**src/rtl/sadc_pkg.sv**
```systemverilog
package sadc_pkg;

    localparam int CMD_BITS = 7;

    // Field order matches the shift order: first bit received sits in the MSB.
    typedef struct packed {
        logic sgl;
        logic odd;
        logic sel1;
        logic sel0;
        logic uni;
        logic msbf;
        logic pwr;
    } cmd_t;

    typedef enum logic [1:0] {
        RX_HUNT,
        RX_SHIFT,
        RX_HOLD
    } rx_state_e;

endpackage

```
**src/rtl/sadc_edges.sv**
```systemverilog
module sadc_edges (
    input  logic clk,
    input  logic rst_n,
    input  logic sclk,
    input  logic cs_n,
    output logic sclk_rise,
    output logic sclk_fall,
    output logic cs_fall,
    output logic sel_active
);

    typedef struct packed {
        logic sclk;
        logic cs_n;
    } edge_regs_t;

    edge_regs_t e_d, e_q;

    always_comb begin
        e_d      = e_q;
        e_d.sclk = sclk;
        e_d.cs_n = cs_n;
    end

    always_ff @(posedge clk or negedge rst_n) begin
        if (!rst_n) begin
            e_q.sclk <= 1'b0;
            e_q.cs_n <= 1'b1;
        end else begin
            e_q <= e_d;
        end
    end

    assign sel_active = ~cs_n;
    assign sclk_rise  = ~cs_n & sclk & ~e_q.sclk;
    assign sclk_fall  = ~cs_n & ~sclk & e_q.sclk;
    assign cs_fall    = ~cs_n & e_q.cs_n;

endmodule

```
**src/rtl/sadc_cmd.sv**
```systemverilog
module sadc_cmd
    import sadc_pkg::*;
(
    input  logic clk,
    input  logic rst_n,
    input  logic sel_active,
    input  logic sclk_rise,
    input  logic cs_fall,
    input  logic din,
    output cmd_t cmd,
    output logic cmd_done,
    output logic shutdown_n
);

    localparam int CNT_W = $clog2(CMD_BITS);

    typedef struct packed {
        rx_state_e            st;
        logic [CNT_W-1:0]     cnt;
        logic [CMD_BITS-1:0]  shreg;
        cmd_t                 cmd;
        logic                 done;
        logic                 sd_n;
    } cmd_regs_t;

    cmd_regs_t c_d, c_q;
    logic [CMD_BITS-1:0] sh_next;

    always_comb begin
        c_d      = c_q;
        c_d.done = 1'b0;
        sh_next  = {c_q.shreg[CMD_BITS-2:0], din};
        if (cs_fall) begin
            c_d.sd_n = 1'b1;
        end
        if (!sel_active) begin
            c_d.st  = RX_HUNT;
            c_d.cnt = '0;
        end else if (sclk_rise) begin
            case (c_q.st)
                RX_HUNT: begin
                    if (din) begin
                        c_d.st  = RX_SHIFT;
                        c_d.cnt = '0;
                    end
                end
                RX_SHIFT: begin
                    c_d.shreg = sh_next;
                    if (c_q.cnt == CNT_W'(CMD_BITS - 1)) begin
                        c_d.st   = RX_HOLD;
                        c_d.cmd  = cmd_t'(sh_next);
                        c_d.done = 1'b1;
                        if (!din) begin
                            c_d.sd_n = 1'b0;
                        end
                    end else begin
                        c_d.cnt = c_q.cnt + 1'b1;
                    end
                end
                default: ;
            endcase
        end
    end

    always_ff @(posedge clk or negedge rst_n) begin
        if (!rst_n) begin
            c_q.st    <= RX_HUNT;
            c_q.cnt   <= '0;
            c_q.shreg <= '0;
            c_q.cmd   <= '0;
            c_q.done  <= 1'b0;
            c_q.sd_n  <= 1'b1;
        end else begin
            c_q <= c_d;
        end
    end

    assign cmd        = c_q.cmd;
    assign cmd_done   = c_q.done;
    assign shutdown_n = c_q.sd_n;

    // The command completes only on a rising serial edge seen by the edge unit.
    assert_done_on_rise_R2: assert property (@(posedge clk) disable iff (!rst_n)
        cmd_done |-> $past(sclk_rise));

    // Shutdown entry coincides with a completed power-down command.
    assert_sd_entry_R8: assert property (@(posedge clk) disable iff (!rst_n)
        $fell(shutdown_n) |-> (cmd_done && !cmd.pwr));

    // Shutdown release follows a falling select edge.
    assert_sd_release_R8: assert property (@(posedge clk) disable iff (!rst_n)
        $rose(shutdown_n) |-> $past(cs_fall));

endmodule

```
**src/rtl/sadc_tx.sv**
```systemverilog
module sadc_tx #(
    parameter int DATA_W = 12
) (
    input  logic              clk,
    input  logic              rst_n,
    input  logic              sel_active,
    input  logic              sclk_fall,
    input  logic              cmd_done,
    input  logic              cmd_pwr,
    input  logic              cmd_msbf,
    input  logic              cmd_uni,
    input  logic [DATA_W-1:0] result,
    output logic              dout,
    output logic              dout_en
);

    localparam int POS_MAX = 2 * DATA_W;
    localparam int POS_W   = $clog2(POS_MAX + 1);

    typedef struct packed {
        logic              armed;
        logic [POS_W-1:0]  pos;
        logic [DATA_W-1:0] word;
        logic              tail;
        logic              fill;
        logic              dout;
        logic              en;
    } tx_regs_t;

    tx_regs_t t_d, t_q;
    logic [DATA_W-1:0] shifted;
    logic              cur_bit;

    // Bit for the current position: null, MSB-first run, LSB-first tail, fill.
    always_comb begin
        shifted = '0;
        cur_bit = 1'b0;
        if (t_q.pos == '0) begin
            cur_bit = 1'b0;
        end else if (t_q.pos <= POS_W'(DATA_W)) begin
            shifted = t_q.word >> (POS_W'(DATA_W) - t_q.pos);
            cur_bit = shifted[0];
        end else if (t_q.tail && (t_q.pos < POS_W'(POS_MAX))) begin
            shifted = t_q.word >> (t_q.pos - POS_W'(DATA_W));
            cur_bit = shifted[0];
        end else begin
            cur_bit = t_q.fill;
        end
    end

    always_comb begin
        t_d = t_q;
        if (!sel_active) begin
            t_d.armed = 1'b0;
            t_d.en    = 1'b0;
            t_d.dout  = 1'b0;
            t_d.pos   = '0;
        end else if (cmd_done) begin
            t_d.armed = 1'b1;
            t_d.pos   = '0;
            t_d.word  = cmd_pwr ? result : '1;
            t_d.tail  = cmd_pwr & ~cmd_msbf;
            t_d.fill  = cmd_pwr & ~cmd_msbf & ~cmd_uni & result[DATA_W-1];
        end else if (sclk_fall && t_q.armed) begin
            t_d.en   = 1'b1;
            t_d.dout = cur_bit;
            if (t_q.pos != POS_W'(POS_MAX)) begin
                t_d.pos = t_q.pos + 1'b1;
            end
        end
    end

    always_ff @(posedge clk or negedge rst_n) begin
        if (!rst_n) begin
            t_q.armed <= 1'b0;
            t_q.pos   <= '0;
            t_q.word  <= '0;
            t_q.tail  <= 1'b0;
            t_q.fill  <= 1'b0;
            t_q.dout  <= 1'b0;
            t_q.en    <= 1'b0;
        end else begin
            t_q <= t_d;
        end
    end

    assign dout    = t_q.dout;
    assign dout_en = t_q.en;

    // Output data moves only after a falling serial edge while selected.
    assert_dout_on_fall_R10: assert property (@(posedge clk) disable iff (!rst_n)
        ($past(sel_active) && !$stable(dout)) |-> $past(sclk_fall));

    // The output driver turns on only after a falling serial edge.
    assert_en_after_fall_R3: assert property (@(posedge clk) disable iff (!rst_n)
        $rose(dout_en) |-> $past(sclk_fall && sel_active));

    // The first driven bit is the null bit.
    assert_null_first_R3: assert property (@(posedge clk) disable iff (!rst_n)
        $rose(dout_en) |-> !dout);

endmodule

```
**src/rtl/sadc_port.sv**
```systemverilog
module sadc_port
    import sadc_pkg::*;
#(
    parameter int DATA_W = 12
) (
    input  logic              clk,
    input  logic              rst_n,
    input  logic              sclk,
    input  logic              cs_n,
    input  logic              din,
    input  logic [DATA_W-1:0] result,
    output logic              dout,
    output logic              dout_en,
    output logic              shutdown_n,
    output logic              conv_start,
    output logic [3:0]        mux_addr,
    output logic              unipolar
);

    logic sclk_rise, sclk_fall, cs_fall, sel_active;
    logic cmd_done;
    cmd_t cmd;

    sadc_edges u_edges (
        .clk        (clk),
        .rst_n      (rst_n),
        .sclk       (sclk),
        .cs_n       (cs_n),
        .sclk_rise  (sclk_rise),
        .sclk_fall  (sclk_fall),
        .cs_fall    (cs_fall),
        .sel_active (sel_active)
    );

    sadc_cmd u_cmd (
        .clk        (clk),
        .rst_n      (rst_n),
        .sel_active (sel_active),
        .sclk_rise  (sclk_rise),
        .cs_fall    (cs_fall),
        .din        (din),
        .cmd        (cmd),
        .cmd_done   (cmd_done),
        .shutdown_n (shutdown_n)
    );

    sadc_tx #(
        .DATA_W (DATA_W)
    ) u_tx (
        .clk        (clk),
        .rst_n      (rst_n),
        .sel_active (sel_active),
        .sclk_fall  (sclk_fall),
        .cmd_done   (cmd_done),
        .cmd_pwr    (cmd.pwr),
        .cmd_msbf   (cmd.msbf),
        .cmd_uni    (cmd.uni),
        .result     (result),
        .dout       (dout),
        .dout_en    (dout_en)
    );

    assign conv_start = cmd_done & cmd.pwr;
    assign mux_addr   = {cmd.sgl, cmd.odd, cmd.sel1, cmd.sel0};
    assign unipolar   = cmd.uni;

    // Releasing the select turns the output driver off on the next clock.
    assert_hiz_on_release_R9: assert property (@(posedge clk) disable iff (!rst_n)
        cs_n |=> !dout_en);

    // A conversion request never comes with the converter powered down.
    assert_conv_powered_R7: assert property (@(posedge clk) disable iff (!rst_n)
        conv_start |-> shutdown_n);

endmodule

```
**config.mk**
```make
export PLATFORM = sky130hd
export DESIGN_NAME = sadc_port
export DESIGN_NICKNAME = d
export VERILOG_FILES = /design/src/rtl/sadc_pkg.sv /design/src/rtl/sadc_edges.sv /design/src/rtl/sadc_cmd.sv /design/src/rtl/sadc_tx.sv /design/src/rtl/sadc_port.sv
export SDC_FILE = /design/constraint.sdc
export NUM_CORES = 1
export LEC_CHECK = 0
export BUFFER_PORTS_ARGS = -buffer_cell sky130_fd_sc_hd__buf_2
export CORE_MARGIN = 5
export CORE_UTILIZATION = 48
export DETAILED_ROUTE_END_ITERATION = 10
export PLACE_DENSITY_LB_ADDON = 0.1
export SYNTH_ARGS = -nofsm -noshare
export SYNTH_HDL_FRONTEND = slang
export SYNTH_SLANG_ARGS = --single-unit
```
**constraint.sdc**
```tcl
create_clock -name clk -period 2.1 [get_ports clk]
set_input_delay 0.21 -clock clk [delete_from_list [all_inputs] [get_ports clk]]
set_output_delay 0.21 -clock clk [all_outputs]
set_load 0.05 [all_outputs]
```
# Yosys cells after proc, flatten, opt, wreduce, memory -nomap -nowiden

Index checks and enable logic that the tools add are counted.

$add $sub $neg: 4
Multiplexer cells: 23
Eq/ne operators: 7
Bitwise gates (word level): 14
Shift-type cells: 2
Magnitude comparators: 2
Reductions and logical operators: 17

Operators by type and width:

| cell                | count |
|---|---|
| $mux 5              | 5 |
| $shr 12x5->1        | 2 |
| $mux 21             | 1 |
| $mux 16             | 1 |
| $mux 12             | 1 |
| $reduce_and 4->1    | 3 |
| $mux 2              | 5 |
| $pmux 5 s2          | 1 |
| $and 1x1->1         | 9 |
| $mux 9              | 1 |
| $reduce_bool 3->1   | 3 |
| $mux 1              | 6 |
| $mux 6              | 1 |
| $ne 3x3->1 const B  | 2 |
| $reduce_and 2->1    | 3 |
| $reduce_bool 2->1   | 3 |
| $add 5x1->5 const B | 1 |
| $le 5x4->1 const B  | 1 |
| $logic_not 5->1     | 1 |
| $lt 5x5->1 const B  | 1 |
| $ne 5x5->1 const B  | 1 |
| $not 1->1           | 5 |
| $sub 4x5->5 const A | 1 |
| $sub 5x4->5 const B | 1 |
| other kinds (9)     | 10 |

Word-level logic and storage cells: 90
Bits of input ports: 17
Bits in registers: 45
Output and inout bits: 9

# Logic depth before layout (Yosys ltp)

Gate-level depths: netlist of run 1.

Depth after elaboration: 8
Gate-level depth with buffers: 8
Depth with buffers taken out: 7

# Modules after synthesis

Synthesis of run 1 repeated with hierarchy kept, for this count alone.

Cells, all modules: 206
Area, all modules: 2302.2 µm²

Modules (own cells, without submodules):

| module     | area each (µm²) | cells an instance | seq. area each (µm²) | instances |
|---|---|---|---|---|
| sadc_tx    | 1296.2          | 132               | 550.5                | 1 |
| sadc_cmd   | 913.4           | 67                | 501.7                | 1 |
| sadc_edges | 86.3            | 6                 | 51.3                 | 1 |
| sadc_port  | 6.3             | 1                 | 0.0                  | 1 |

# Least setup slack after synthesis of run 1

OpenSTA, ideal clock, no wires.

Kind: reg2reg
From: reg u_tx.t_q[18] (netlist bit)
To: reg, netlist name u_tx.dout
Period minus slack after synthesis: 1.984 ns
Slack: 0.116 ns
Stages on the path, launching flop included: 7
Data arrival time: 1.864 ns
Library setup time: 0.120 ns
Cell sequence: dfrtp_1 -> clkbuf_1 -> inv_1 -> ha_1 -> o311a_1 -> a221o_1 -> a31o_1

Longest elaborated chain between the ends: 8
Elaborated cells between the ends (all ways): 14

RTL lines:

| item                                                     | RTL line                     | source |
|---|---|---|
| start, declared                                          | sadc_tx.sv:30                | `tx_regs_t t_d, t_q;` |
| start signal, assigned                                   | sadc_tx.sv:83                | `t_q <= t_d;` |
| $sub 5x4->5 / $lt 5x5->1 (equally long branches)         | sadc_tx.sv:44, sadc_tx.sv:43 |  |
| $shr 12x5->1 / $logic_and 1x1->1 (equally long branches) | sadc_tx.sv:44, sadc_tx.sv:43 |  |
| $mux 1                                                   | sadc_tx.sv:43                | `end else if (t_q.tail && (t_q.pos < POS_W'(POS_MAX))) begin` |
| $mux 1                                                   | sadc_tx.sv:40                | `end else if (t_q.pos <= POS_W'(DATA_W)) begin` |
| $mux 1 *                                                 | sadc_tx.sv:38                | `if (t_q.pos == '0) begin` |
| $mux 2 *                                                 | sadc_tx.sv:64                | `end else if (sclk_fall && t_q.armed) begin` |
| $mux 2 *                                                 | sadc_tx.sv:58                | `end else if (cmd_done) begin` |
| $mux 2 *                                                 | sadc_tx.sv:53                | `if (!sel_active) begin` |

Mark *: on every way between the ends. The rest lies on a longest branch, timed or not. The select of a mux whose other input is x is not followed.
A chain may end at the register's enable or synchronous reset.

# Worst setup path in the final report of run 1

From: reg u_tx.t_q[16] (netlist bit)
To: reg, netlist name u_tx.dout

Longest elaborated chain between the ends: 8
Elaborated cells between the ends (all ways): 14

RTL lines:

| item                                                     | RTL line |
|---|---|
| $sub 5x4->5 / $lt 5x5->1 (equally long branches)         | sadc_tx.sv:44, sadc_tx.sv:43 |
| $shr 12x5->1 / $logic_and 1x1->1 (equally long branches) | sadc_tx.sv:44, sadc_tx.sv:43 |
| $mux 1                                                   | sadc_tx.sv:43 |
| $mux 1                                                   | sadc_tx.sv:40 |
| $mux 1 *                                                 | sadc_tx.sv:38 |
| $mux 2 *                                                 | sadc_tx.sv:64 |
| $mux 2 *                                                 | sadc_tx.sv:58 |
| $mux 2 *                                                 | sadc_tx.sv:53 |

Marks and branches as above.

==> results.md, run 1 <==
* Run status: complete, no violations
* Buffers on Ports at 25
* Internal portion of total power at 1270 uW
* Top-level port count at 26
* Number of synthesis warnings at 0
* Data arrival at the endpoint of the critical path at 2.18 ns
* Critical path required time at 2.30 ns
* Critical-path maximum fanout at 8
* Maximum level of the CTS H-tree at 2
* Final Cycle Share at 94.3%
* EDFF count, synth at 0
* Library cells used by synthesis at 37
* Post-synthesis mux area share at 14.0%
* Crit Path Class: register to register
* Placed cell area at 2400 sq um
* Area share of and/or/nand/nor cells after synthesis at 13.6%
* Global route overflow at 0
* Combinational Power Share at 3.8%
* Via density at 5.33
* Via count at 1,524
* Filler Cells Inserted at 380
* Antenna viol nets, final at 0
* Wire length of the first global-routing pass at 7550 microns
* Hold-critical path depth at 1
* TNS Setup at 0 ns
* Switching Share at 21.4%
* Die Width at 77.9 microns
* Post-synthesis share of cell area spent on xor and xnor gates at 3.17%
* Die H at 77.9 microns
* Share of synthesized area occupied by flip-flops and latches at 49.9%
* DP HPWL at 3130 microns
* Total routed wirelength at 4290 microns
* Placement row count at 24
* Routability Congestion at 0.820
* Global-route total usage across every layer at 15.5%
* Capture instance of the worst register-to-register path: u_tx.dout
* Primary flip-flop cell chosen by synthesis mapping: sky130_fd_sc_hd__dfrtp_1
* Diode insertion count for antenna repair at 0
* Type of the worst min-delay path: input pin to register
* CTS tree: built
* Length of the first detailed-routing pass in iterations at 4
* Hold Path Origin: sclk
* Area of the placeable core at 4410 sq um
* Clock insertion delay at the later pin of the skew report at 0.30 ns
* Net switching power at 345 uW
* Kind of launch point of the worst setup path: register
* Endpoint type of the worst setup path: register
* Via count of the first global-routing pass at 1,568
* Standby leakage power at 0.00123 uW
* Clock-pin slew on the worst setup and hold paths at 0.09 ns
* Unrepaired setup endpoints after global routing: false
* Fraction of layout cells with a size suffix above 1 at 27.4%
* Pin count of the biggest net entering global routing at 19
* Cell at the root of the clock tree: sky130_fd_sc_hd__clkbuf_8
* Worst-case reg-to-reg path depth at 7
* Netlist Area Pre-Place at 2210 sq um
* Area delta synth->final at 15.2%
* Power Density at 635 nW/um^2
* Synthesis-stage register bit count at 44
* Destination of the worst hold path: u_edges.e_q[1]
* Detail-routed net length per standard cell at 15.0 microns
* Combinational family with the most area after synthesis: multiplexers
* Cells after Synth at 203
* Nets at 257
* Reg2reg start: u_tx.t_q[16]
* Maximum clock frequency at 0.505 GHz
* Starting Density at 50.1%
* Number of antenna violations at the first check in global routing at 0
* Clock network power share at 42.6%
* Shortest clock period the worst path allows after layout at 1.98 ns
* Finish-stage setup viols at 0
* Avg Inst Size Synth at 10.9 sq um
* Synth Area in Compound Gates at 10.4%
* Net count of the mapped netlist at 227
* Internal reg-to-reg setup slack at 0.12 ns
* Longest Clk Path Bufs at 2
* Largest vdd supply drop at 0.000421 V
* Share of synthesized registers carrying an async set or reset at 100%
* Hold Fails Final Rpt at 0
* Worst Skew at 0.00554 ns
* DIE AREA at 6060 sq um
* Max Cap Viol at 0
* Rel. slew slack at 71.4%
* DRC marker count from the first detailed-route iteration at 71
* DRC violation count after routing at 0
* Actual slew at the worst max-slew pin at 0.428 ns
* Clock sink count at 44
* TritonCTS Buffers at 5
* Final number of max-transition violations at 0
* Summed area of non-filler cells in the final layout at 2540 sq um
* Post-Synth Adder-Cell Area at 3.96%
* Relative contribution of sequential cells to total power at 53.6%
metrics by stage:
step / instances / util (%) / power, uW / worst slack (ns) / hold slack, ns
after detailed placement: 277 / 54.4 / 944 / 0.0760 / 0.139
after global routing: 286 / 57.7 / 1680 / 0.0296 / 0.0320
after floorplan: 203 / - / 901 / 0.116 / -0.0856
after global placement: 277 / 54.4 / 941 / 0.174 / 0.131
final: 286 / 57.7 / 1620 / 0.119 / 0.0412
after CTS: 286 / 57.3 / 1640 / 0.0471 / 0.0337
critical path: stages, from the launching register on:
cell	delay, ns
sky130_fd_sc_hd__dfrtp_2	0.48
sky130_fd_sc_hd__inv_1	0.10
sky130_fd_sc_hd__ha_1	0.31
sky130_fd_sc_hd__xnor2_2	0.17
sky130_fd_sc_hd__mux4_1	0.30
sky130_fd_sc_hd__mux2i_1	0.18
sky130_fd_sc_hd__o311ai_0	0.14
sky130_fd_sc_hd__a31o_1	0.20
worst max-delay path by stage:
stage	start	to	depth (start not counted)
after floorplan	u_tx.t_q[18]	u_tx.dout	6
after global placement	u_tx.t_q[16]	u_tx.dout	4
after detailed placement	u_tx.t_q[16]	u_tx.dout	7
after CTS	u_tx.t_q[16]	u_tx.dout	7
after global routing	u_tx.t_q[16]	u_tx.dout	7
final	u_tx.t_q[16]	u_tx.dout	7
power groups by stage:
stage	clock [uW]	combinational (uW)	sequential [uW]
detailed placement	0	61.0	883
global route	742	70.7	869
floorplan	0	20.8	880
CTS	707	62.8	866
finish	689	61.1	866
global placement	0	58.8	882
cells in the mapped netlist (2+ instances only):
library cell / instances / share of area, %
sky130_fd_sc_hd__a21o_1: 2 / 0.68
sky130_fd_sc_hd__a21oi_1: 3 / 0.68
sky130_fd_sc_hd__a311oi_1: 2 / 0.79
sky130_fd_sc_hd__a31oi_1: 4 / 1.1
sky130_fd_sc_hd__buf_4: 4 / 1.4
sky130_fd_sc_hd__clkbuf_1: 6 / 1.0
sky130_fd_sc_hd__dfrtp_1: 42 / 48
sky130_fd_sc_hd__dfstp_2: 2 / 2.4
sky130_fd_sc_hd__ha_1: 7 / 4.0
sky130_fd_sc_hd__inv_1: 11 / 1.9
sky130_fd_sc_hd__mux2_2: 14 / 7.1
sky130_fd_sc_hd__mux2i_1: 5 / 2.3
sky130_fd_sc_hd__mux4_1: 3 / 3.6
sky130_fd_sc_hd__nand2_1: 19 / 3.2
sky130_fd_sc_hd__nand3_1: 7 / 1.6
sky130_fd_sc_hd__nand3b_1: 2 / 0.68
sky130_fd_sc_hd__nor2_1: 14 / 2.4
sky130_fd_sc_hd__nor2b_1: 12 / 3.4
sky130_fd_sc_hd__nor3b_1: 2 / 0.68
sky130_fd_sc_hd__o21ai_0: 17 / 3.9
sky130_fd_sc_hd__o31ai_1: 2 / 0.68
sky130_fd_sc_hd__or2_2: 2 / 0.57
sky130_fd_sc_hd__xnor2_1: 7 / 2.8
state kept, by name (all words and copies together), names as in the netlist:
signal and count:
u_cmd.cmd 7, u_tx.dout_en 1, u_cmd.cmd_done 1, u_cmd.shutdown_n 1, u_tx.dout 1, u_tx.t_q 20
u_cmd.c_q 11, u_edges.e_q 2
per-layer routing:
metal | wire (microns) | vias up | track usage, %
met5 | 0 | - | 0
li1 | - | 760 | -
met3 | 170 | 6 | 4.17
met4 | 62 | 0 | 5.15
met1 | 2120 | 725 | 21.3
met2 | 1930 | 33 | 23.6
cell families (layout without fill, tap and decap cells):
logic type                 Yosys count  after routing
AOI/OAI and AO/OA                   36             36
xor gates and xnor gates             8              8
adders and majority gates            7              7
buffers and inverters               23             54
DFF                                 44             44
muxes                               23             23
and+or+nand+nor                     62             62
cell usage in the layout, fill, tap and decap left out, drive strengths merged, types with 2 or more instances in the layout:
cell and count:
mux2i 5, a21o 2, nand2 19, a311oi 2, inv 11, a31oi 4, mux4 4, o31ai 2
clkbuf 6, nand3b 2, nor3b 2, xnor2 7, ha 7, buf 34, a21oi 3, dfstp 2
nor2 15, dfrtp 42, nor2b 12, or2 2, o21ai 17, mux2 14, nand3 7
final cells by class:
| cell class | count | area, sq um | share of cell area [%] |
|---|---|---|---|
| tap | 52 | 65.1 | 2.56 |
| clock inverter | 2 | 38.8 | 1.52 |
| timing repair buffer | 35 | 203 | 7.96 |
| sequential | 44 | 1100 | 43.4 |
| multi-input combinational | 136 | 1010 | 39.7 |
| inverter | 11 | 41.3 | 1.62 |
| clock buffer | 6 | 82.6 | 3.24 |
timing repair:
action                                 4_1_cts  5_1_grt
resized for setup                            0        3
setup endpoints to repair                    0        8
endpoints found under the hold margin       13        0
setup buffers                                0        0
hold buffers                                 1        0
Note: power is estimated with default switching activity, not from simulation.
==> run 2: changes to the inputs <==
--- a/config.mk
+++ b/config.mk
@@ -7,7 +7,7 @@
 export LEC_CHECK = 0
 export BUFFER_PORTS_ARGS = -buffer_cell sky130_fd_sc_hd__buf_2
 export CORE_MARGIN = 5
-export CORE_UTILIZATION = 48
+export CORE_UTILIZATION = 26
 export DETAILED_ROUTE_END_ITERATION = 10
 export PLACE_DENSITY_LB_ADDON = 0.1
 export SYNTH_ARGS = -nofsm -noshare
==> results.md, run 2 (synthesized netlist as in run 1, its figures left out) <==
* Run status: complete, but fails checks (was complete, no violations)
* Failing checks: hold timing
* Worst Skew at 0.00732 ns (was 0.00554 ns)
* Maximum clock frequency at 0.525 GHz (was 0.505 GHz)
* Count of hold buffers inserted by post-cts repair at 0 (was 1)
* Filler Cells Inserted at 888 (was 380)
* DRC violation count after routing at 0 (unchanged)
* Cell count after placement at 334 (was 277)
* Unrepaired setup endpoints after global routing: false (unchanged)
* Die H at 102 microns (was 77.9 microns)
* Internal reg-to-reg setup slack at 0.19 ns (was 0.12 ns)
* Starting Density at 26.8% (was 50.1%)
* CTS tree: built (unchanged)
* Most frequent standard cell in the layout excluding fill and tap cells: sky130_fd_sc_hd__dfrtp_1 (unchanged)
* TNS Setup at 0 ns (unchanged)
* Nets at 260 (was 257)
* Worst path depth at 4 (was 7)
* Largest vdd supply drop at 0.000220 V (was 0.000421 V)
* Shortest clock period the worst path allows after layout at 1.91 ns (was 1.98 ns)
* Crit Path Class: register to register (unchanged)
* Actual slew at the worst max-slew pin at 0.571 ns (was 0.428 ns)
* Wire length of the first global-routing pass at 8090 microns (was 7550 microns)
* Max Cap Viol at 0 (unchanged)
* Standby leakage power at 0.00122 uW (was 0.00123 uW)
* Sequential Area at 1100 sq um (unchanged)
* Regs by FF count: u_tx.t_q: 20 flops, u_cmd.c_q: 11 flops, u_cmd.cmd: 7 flops (unchanged)
* Clock network power share at 41.1% (was 42.6%)
* Longest Clk Path Bufs at 2 (unchanged)
* Clock sink count at 44 (unchanged)
* DRC marker count from the first detailed-route iteration at 31 (was 71)
* Antenna viol nets, final at 0 (unchanged)
* Global route overflow at 0 (unchanged)
* Number of flip-flops under the largest register name at 20 (unchanged)
* Worst-case reg-to-reg path depth at 4 (was 7)
* Length of the first detailed-routing pass in iterations at 4 (unchanged)
* Critical path required time at 2.28 ns (was 2.30 ns)
* Capture point of the critical path: u_tx.dout (unchanged)
* Multi-input combinational cell area at 997 sq um (was 1010 sq um)
* Bufs and invs on worst path at 0 (was 1)
* Pin count of the biggest net entering global routing at 45 (was 19)
* Detail-routed net length per standard cell at 13.9 microns (was 15.0 microns)
* Power Density at 603 nW/um^2 (was 635 nW/um^2)
* Data arrival at the endpoint of the critical path at 2.09 ns (was 2.18 ns)
* Via count of the first global-routing pass at 1,606 (was 1,568)
* Top-level port count at 26 (unchanged)
* Diode insertion count for antenna repair at 0 (unchanged)
* Total routed wirelength at 4740 microns (was 4290 microns)
* Die Width at 102 microns (was 77.9 microns)
* Relative contribution of sequential cells to total power at 55.2% (was 53.6%)
* Cell at the root of the clock tree: sky130_fd_sc_hd__clkbuf_8 (unchanged)
* TritonCTS Buffers at 5 (unchanged)
* Area delta synth->final at 17.8% (was 15.2%)
* Buffers on Ports at 25 (unchanged)
* Reg2reg start: u_tx.t_q[16] (unchanged)
* Fraction of layout cells with a size suffix above 1 at 27.4% (about the same)
* Max stage delay on crit path at 0.52 ns (was 0.48 ns)
* Endpoint type of the worst setup path: register (unchanged)
* Placement row count at 33 (was 24)
* Cell type of the slowest stage on the worst timing path: sky130_fd_sc_hd__mux4_2 (was sky130_fd_sc_hd__dfrtp_2)
* Crit-path cells: mux4_2 -> o311a_1 -> a221o_1 -> a31o_1 (was inv_1 -> ha_1 -> xnor2_2 -> mux4_1 -> mux2i_1 -> o311ai_0 -> a31o_1)
* Final Cycle Share at 90.8% (was 94.3%)
* Area of the placeable core at 8260 sq um (was 4410 sq um)
* Kind of launch point of the worst setup path: register (unchanged)
* Via count at 1,524 (unchanged)
* DIE AREA at 10,400 sq um (was 6060 sq um)
* Critical-path maximum fanout at 7 (was 8)
* Hold Fails Final Rpt at 18 (was 0)
* Rel. slew slack at 61.9% (was 71.4%)
* Hold_ws at -0.0205 ns (was 0.0412 ns)
* Combinational Power Share at 3.7% (was 3.8%)
* Routability Congestion at 0.791 (was 0.820)
* Start point of the critical path: u_tx.t_q[16] (unchanged)
* Final cell count without fillers at 342 (was 286)
* Finish-stage setup viols at 0 (unchanged)
* Type of the worst min-delay path: input pin to async pin (was input pin to register)
* Internal portion of total power at 1240 uW (was 1270 uW)
* Capture instance of the worst register-to-register path: u_tx.dout (unchanged)
* Clock-pin slew on the worst setup and hold paths at 0.08 ns (was 0.09 ns)
* Net switching power at 332 uW (was 345 uW)
* Number of antenna violations at the first check in global routing at 0 (unchanged)
* DP HPWL at 3480 microns (was 3130 microns)
* Global-route total usage across every layer at 9.97% (was 15.5%)
* Via density at 4.46 (was 5.33)
* Commonest cells after routing, fill and taps aside: sky130_fd_sc_hd__dfrtp_1, sky130_fd_sc_hd__buf_2, sky130_fd_sc_hd__nand2_1, sky130_fd_sc_hd__o21ai_0 (unchanged)
* Switching Share at 21.2% (was 21.4%)
* Final number of max-transition violations at 0 (unchanged)
* Maximum level of the CTS H-tree at 2 (unchanged)
* Delay-heaviest family, CP: compound AO/OA/AOI/OAI gates (was flip-flops)
* Register ranked first by flip-flop count: u_tx.t_q (unchanged)
* Clock insertion delay at the later pin of the skew report at 0.29 ns (was 0.30 ns)
[run 2: how the worst min path moves through the flow]
stage	to	start	slack, ns	cells past startpoint
floorplan	u_cmd.c_q[10]	rst_n	-0.09	0
global placement	u_cmd.cmd[5]	rst_n	0.34	2
detailed placement	u_cmd.cmd[5]	rst_n	0.34	2
CTS	u_tx.t_q[8]	rst_n	0.007	2
global route	u_cmd.cmd[5]	rst_n	0.04	2
finish	u_cmd.cmd[5]	rst_n	-0.02	2
[run 2: what timing repair did]
action                                  in CTS  in global routing
endpoints found under the setup margin       0                  1
setup buffers                                0                  0
gates resized for setup                      0                  1
[run 2: cell type report]
type	count	area share (%)
tap	105	5.05
timing repair buffer	38	8.55
clock inverter	1	1.15
inverter	11	1.59
clock buffer	7	2.93
multi-input combinational	136	38.3
sequential	44	42.4
[run 2: power groups by stage]
| stage | registers [uW] | logic, uW | clock network, uW |
|---|---|---|---|
| 2_1_floorplan | 880 | 20.8 | 0 |
| 4_1_cts | 867 | 60.2 | 679 |
| 6_report | 866 | 57.5 | 645 |
| 3_3_place_gp | 884 | 59.9 | 0 |
| 5_1_grt | 868 | 67.1 | 708 |
| 3_5_place_dp | 883 | 60.3 | 0 |
[run 2: through the flow]
stage	power, uW	instance area, sq um	setup WS (ns)	util, %
after detailed placement	943	2500	0.0900	30.2
after global routing	1640	2600	0.0814	31.5
after global placement	943	2500	0.123	30.2
after CTS	1610	2600	0.0923	31.5
after floorplan	901	2210	0.116	-
final	1570	2600	0.194	31.5
[run 2: routing by layer]
metal  share of wire, %  up-vias  track usage, %  wire [microns]
met5                  0        -               0               0
met1                 53      741            14.6            2530
met4                1.7        0            3.94              82
li1                   -      762               -               -
met3                2.4        4            1.98             114
met2                 43       17            14.4            2020
==> run 3: changes to the inputs <==
--- a/config.mk
+++ b/config.mk
@@ -10,6 +10,7 @@
 export CORE_UTILIZATION = 26
 export DETAILED_ROUTE_END_ITERATION = 10
 export PLACE_DENSITY_LB_ADDON = 0.1
+export RECOVER_POWER = 100
 export SYNTH_ARGS = -nofsm -noshare
 export SYNTH_HDL_FRONTEND = slang
 export SYNTH_SLANG_ARGS = --single-unit
==> results.md, run 3 (synthesized netlist as in run 1, its figures left out) <==
* Actual slew at the worst max-slew pin at 1.11 ns (was 0.571 ns)
* Power Density at 608 nW/um^2 (was 603 nW/um^2)
* Via count at 1,528 (was 1,524)
* Commonest cells after routing, fill and taps aside: sky130_fd_sc_hd__dfrtp_1, sky130_fd_sc_hd__nand2_1, sky130_fd_sc_hd__o21ai_0, sky130_fd_sc_hd__clkbuf_1 (was sky130_fd_sc_hd__dfrtp_1, sky130_fd_sc_hd__buf_2, sky130_fd_sc_hd__nand2_1, sky130_fd_sc_hd__o21ai_0)
* Maximum level of the CTS H-tree at 2 (unchanged)
* Diode insertion count for antenna repair at 0 (unchanged)
* Critical-path maximum fanout at 7 (unchanged)
* Cell type of the slowest stage on the worst timing path: sky130_fd_sc_hd__mux4_2 (unchanged)
* Max stage delay on crit path at 0.52 ns (about the same)
* Final number of max-transition violations at 0 (unchanged)
* Buffers on Ports at 25 (unchanged)
* TritonCTS Buffers at 5 (unchanged)
* Type of the worst min-delay path: input pin to register (was input pin to async pin)
* Largest vdd supply drop at 0.000220 V (about the same)
* Run status: complete, no violations (was complete, but fails checks)
* Longest Clk Path Bufs at 2 (unchanged)
* CTS tree: built (unchanged)
* TNS Setup at 0 ns (unchanged)
* Nets at 260 (unchanged)
* DIE AREA at 10,400 sq um (unchanged)
* Endpoint type of the worst setup path: register (unchanged)
* Area of the placeable core at 8260 sq um (unchanged)
* Final Cycle Share at 90.8% (about the same)
* Most frequent standard cell in the layout excluding fill and tap cells: sky130_fd_sc_hd__dfrtp_1 (unchanged)
* Crit-path cells: mux4_2 -> o311a_1 -> a221o_1 -> a31o_1 (unchanged)
* Worst path depth at 4 (unchanged)
* Number of antenna violations at the first check in global routing at 0 (unchanged)
* Length of the first detailed-routing pass in iterations at 4 (unchanged)
* Via count of the first global-routing pass at 1,606 (unchanged)
* Global-route total usage across every layer at 9.97% (unchanged)
* Routability Congestion at 0.791 (unchanged)
* Global route overflow at 0 (unchanged)
* Area delta synth->final at 16.6% (was 17.8%)
* Delay-heaviest family, CP: compound AO/OA/AOI/OAI gates (unchanged)
* Via density at 4.47 (was 4.46)
* Worst Skew at 0.00744 ns (was 0.00732 ns)
* Start point of the critical path: u_tx.t_q[16] (unchanged)
* DRC marker count from the first detailed-route iteration at 32 (was 31)
* Detail-routed net length per standard cell at 13.9 microns (about the same)
* Max Cap Viol at 0 (unchanged)
* Starting Density at 26.8% (unchanged)
* Internal reg-to-reg setup slack at 0.19 ns (about the same)
* Clock-pin slew on the worst setup and hold paths at 0.08 ns (about the same)
* Capture instance of the worst register-to-register path: u_tx.dout (unchanged)
* Maximum clock frequency at 0.525 GHz (about the same)
* Standby leakage power at 0.00117 uW (was 0.00122 uW)
* Number of flip-flops under the largest register name at 20 (unchanged)
* Regs by FF count: u_tx.t_q: 20 flops, u_cmd.c_q: 11 flops, u_cmd.cmd: 7 flops (unchanged)
* Antenna viol nets, final at 0 (unchanged)
* DP HPWL at 3480 microns (unchanged)
* Shortest clock period the worst path allows after layout at 1.91 ns (about the same)
* Bufs and invs on worst path at 0 (unchanged)
* Die H at 102 microns (unchanged)
* Worst-case reg-to-reg path depth at 4 (unchanged)
* Clock sink count at 44 (unchanged)
* Count of hold buffers inserted by post-cts repair at 0 (unchanged)
* Rel. slew slack at 26.0% (was 61.9%)
* Hold Fails Final Rpt at 0 (was 18)
* Data arrival at the endpoint of the critical path at 2.09 ns (about the same)
* Finish-stage setup viols at 0 (unchanged)
* Critical path required time at 2.28 ns (about the same)
* Die Width at 102 microns (unchanged)
* Placement row count at 33 (unchanged)
* Top-level port count at 26 (unchanged)
* Fraction of layout cells with a size suffix above 1 at 21.5% (was 27.4%)
* Crit Path Class: register to register (unchanged)
* Reg2reg start: u_tx.t_q[16] (unchanged)
* Register ranked first by flip-flop count: u_tx.t_q (unchanged)
* Kind of launch point of the worst setup path: register (unchanged)
* Cell at the root of the clock tree: sky130_fd_sc_hd__clkbuf_8 (unchanged)
* Unrepaired setup endpoints after global routing: false (unchanged)
* Wire length of the first global-routing pass at 8090 microns (unchanged)
* Pin count of the biggest net entering global routing at 45 (unchanged)
* Clock insertion delay at the later pin of the skew report at 0.29 ns (about the same)
* Capture point of the critical path: u_tx.dout (unchanged)
* Total routed wirelength at 4750 microns (was 4740 microns)
* DRC violation count after routing at 0 (unchanged)
* Total chip power at 1570 uW (about the same)
run 3: cell count changes in the layout (fill, tap and decap cells not counted), sizes merged:
cell    before  now
buf         38   23
clkbuf       7   22
run 3: worst min-delay path by stage:
stage,end,from,depth (start not counted),slack (ns)
after detailed placement,u_cmd.cmd[5],rst_n,2,0.34
after global placement,u_cmd.cmd[5],rst_n,2,0.34
final,u_edges.e_q[1],sclk,1,0.05
after CTS,u_tx.t_q[8],rst_n,2,0.007
after global routing,u_edges.e_q[1],sclk,1,0.05
after floorplan,u_cmd.c_q[10],rst_n,0,-0.09
run 3: area by class of cell:
cell class              instances  area, sq um
repair buffers                 38          195
fillers                       901         5680
well taps                     105          131
clock buffers                   7         76.3
inverters                      11         41.3
clock inverters                 1         30.0
flip-flops and latches         44         1100
multi-input cells             136          997
run 3: stage by stage:
step	util [%]	instances	worst slack [ns]	cell area (sq um)	hold slack, ns
2_1_floorplan	-	203	0.116	2210	-0.0856
3_3_place_gp	30.2	334	0.123	2500	0.341
3_5_place_dp	30.2	334	0.0900	2500	0.340
4_1_cts	31.5	342	0.0923	2600	0.00651
5_1_grt	31.2	342	0.0824	2580	0.0514
6_report	31.2	342	0.194	2580	0.0532
run 3: routing by layer:
metal	part of all wire [%]	GRT usage, %	wire length (microns)	vias to the layer above
met5	0	0	0	-
met4	1.7	3.94	82	0
li1	-	-	-	765
met2	42	14.4	2020	17
met1	54	14.6	2540	742
met3	2.2	1.98	105	4
run 3: what timing repair did:
| action | in CTS | in global routing |
|---|---|---|
| gates resized for setup | 0 | 1 |
| hold endpoints to repair | 0 | 0 |
| endpoints found under the setup margin | 0 | 1 |
| setup buffers | 0 | 0 |
run 3: where the power goes:
group / total [uW] / internal [uW] / switching (uW)
Clock: 644 / 356 / 288
Sequential: 867 / 858 / 8.14
Combinational: 56.0 / 20.2 / 35.8
Total: 1570 / 1230 / 332
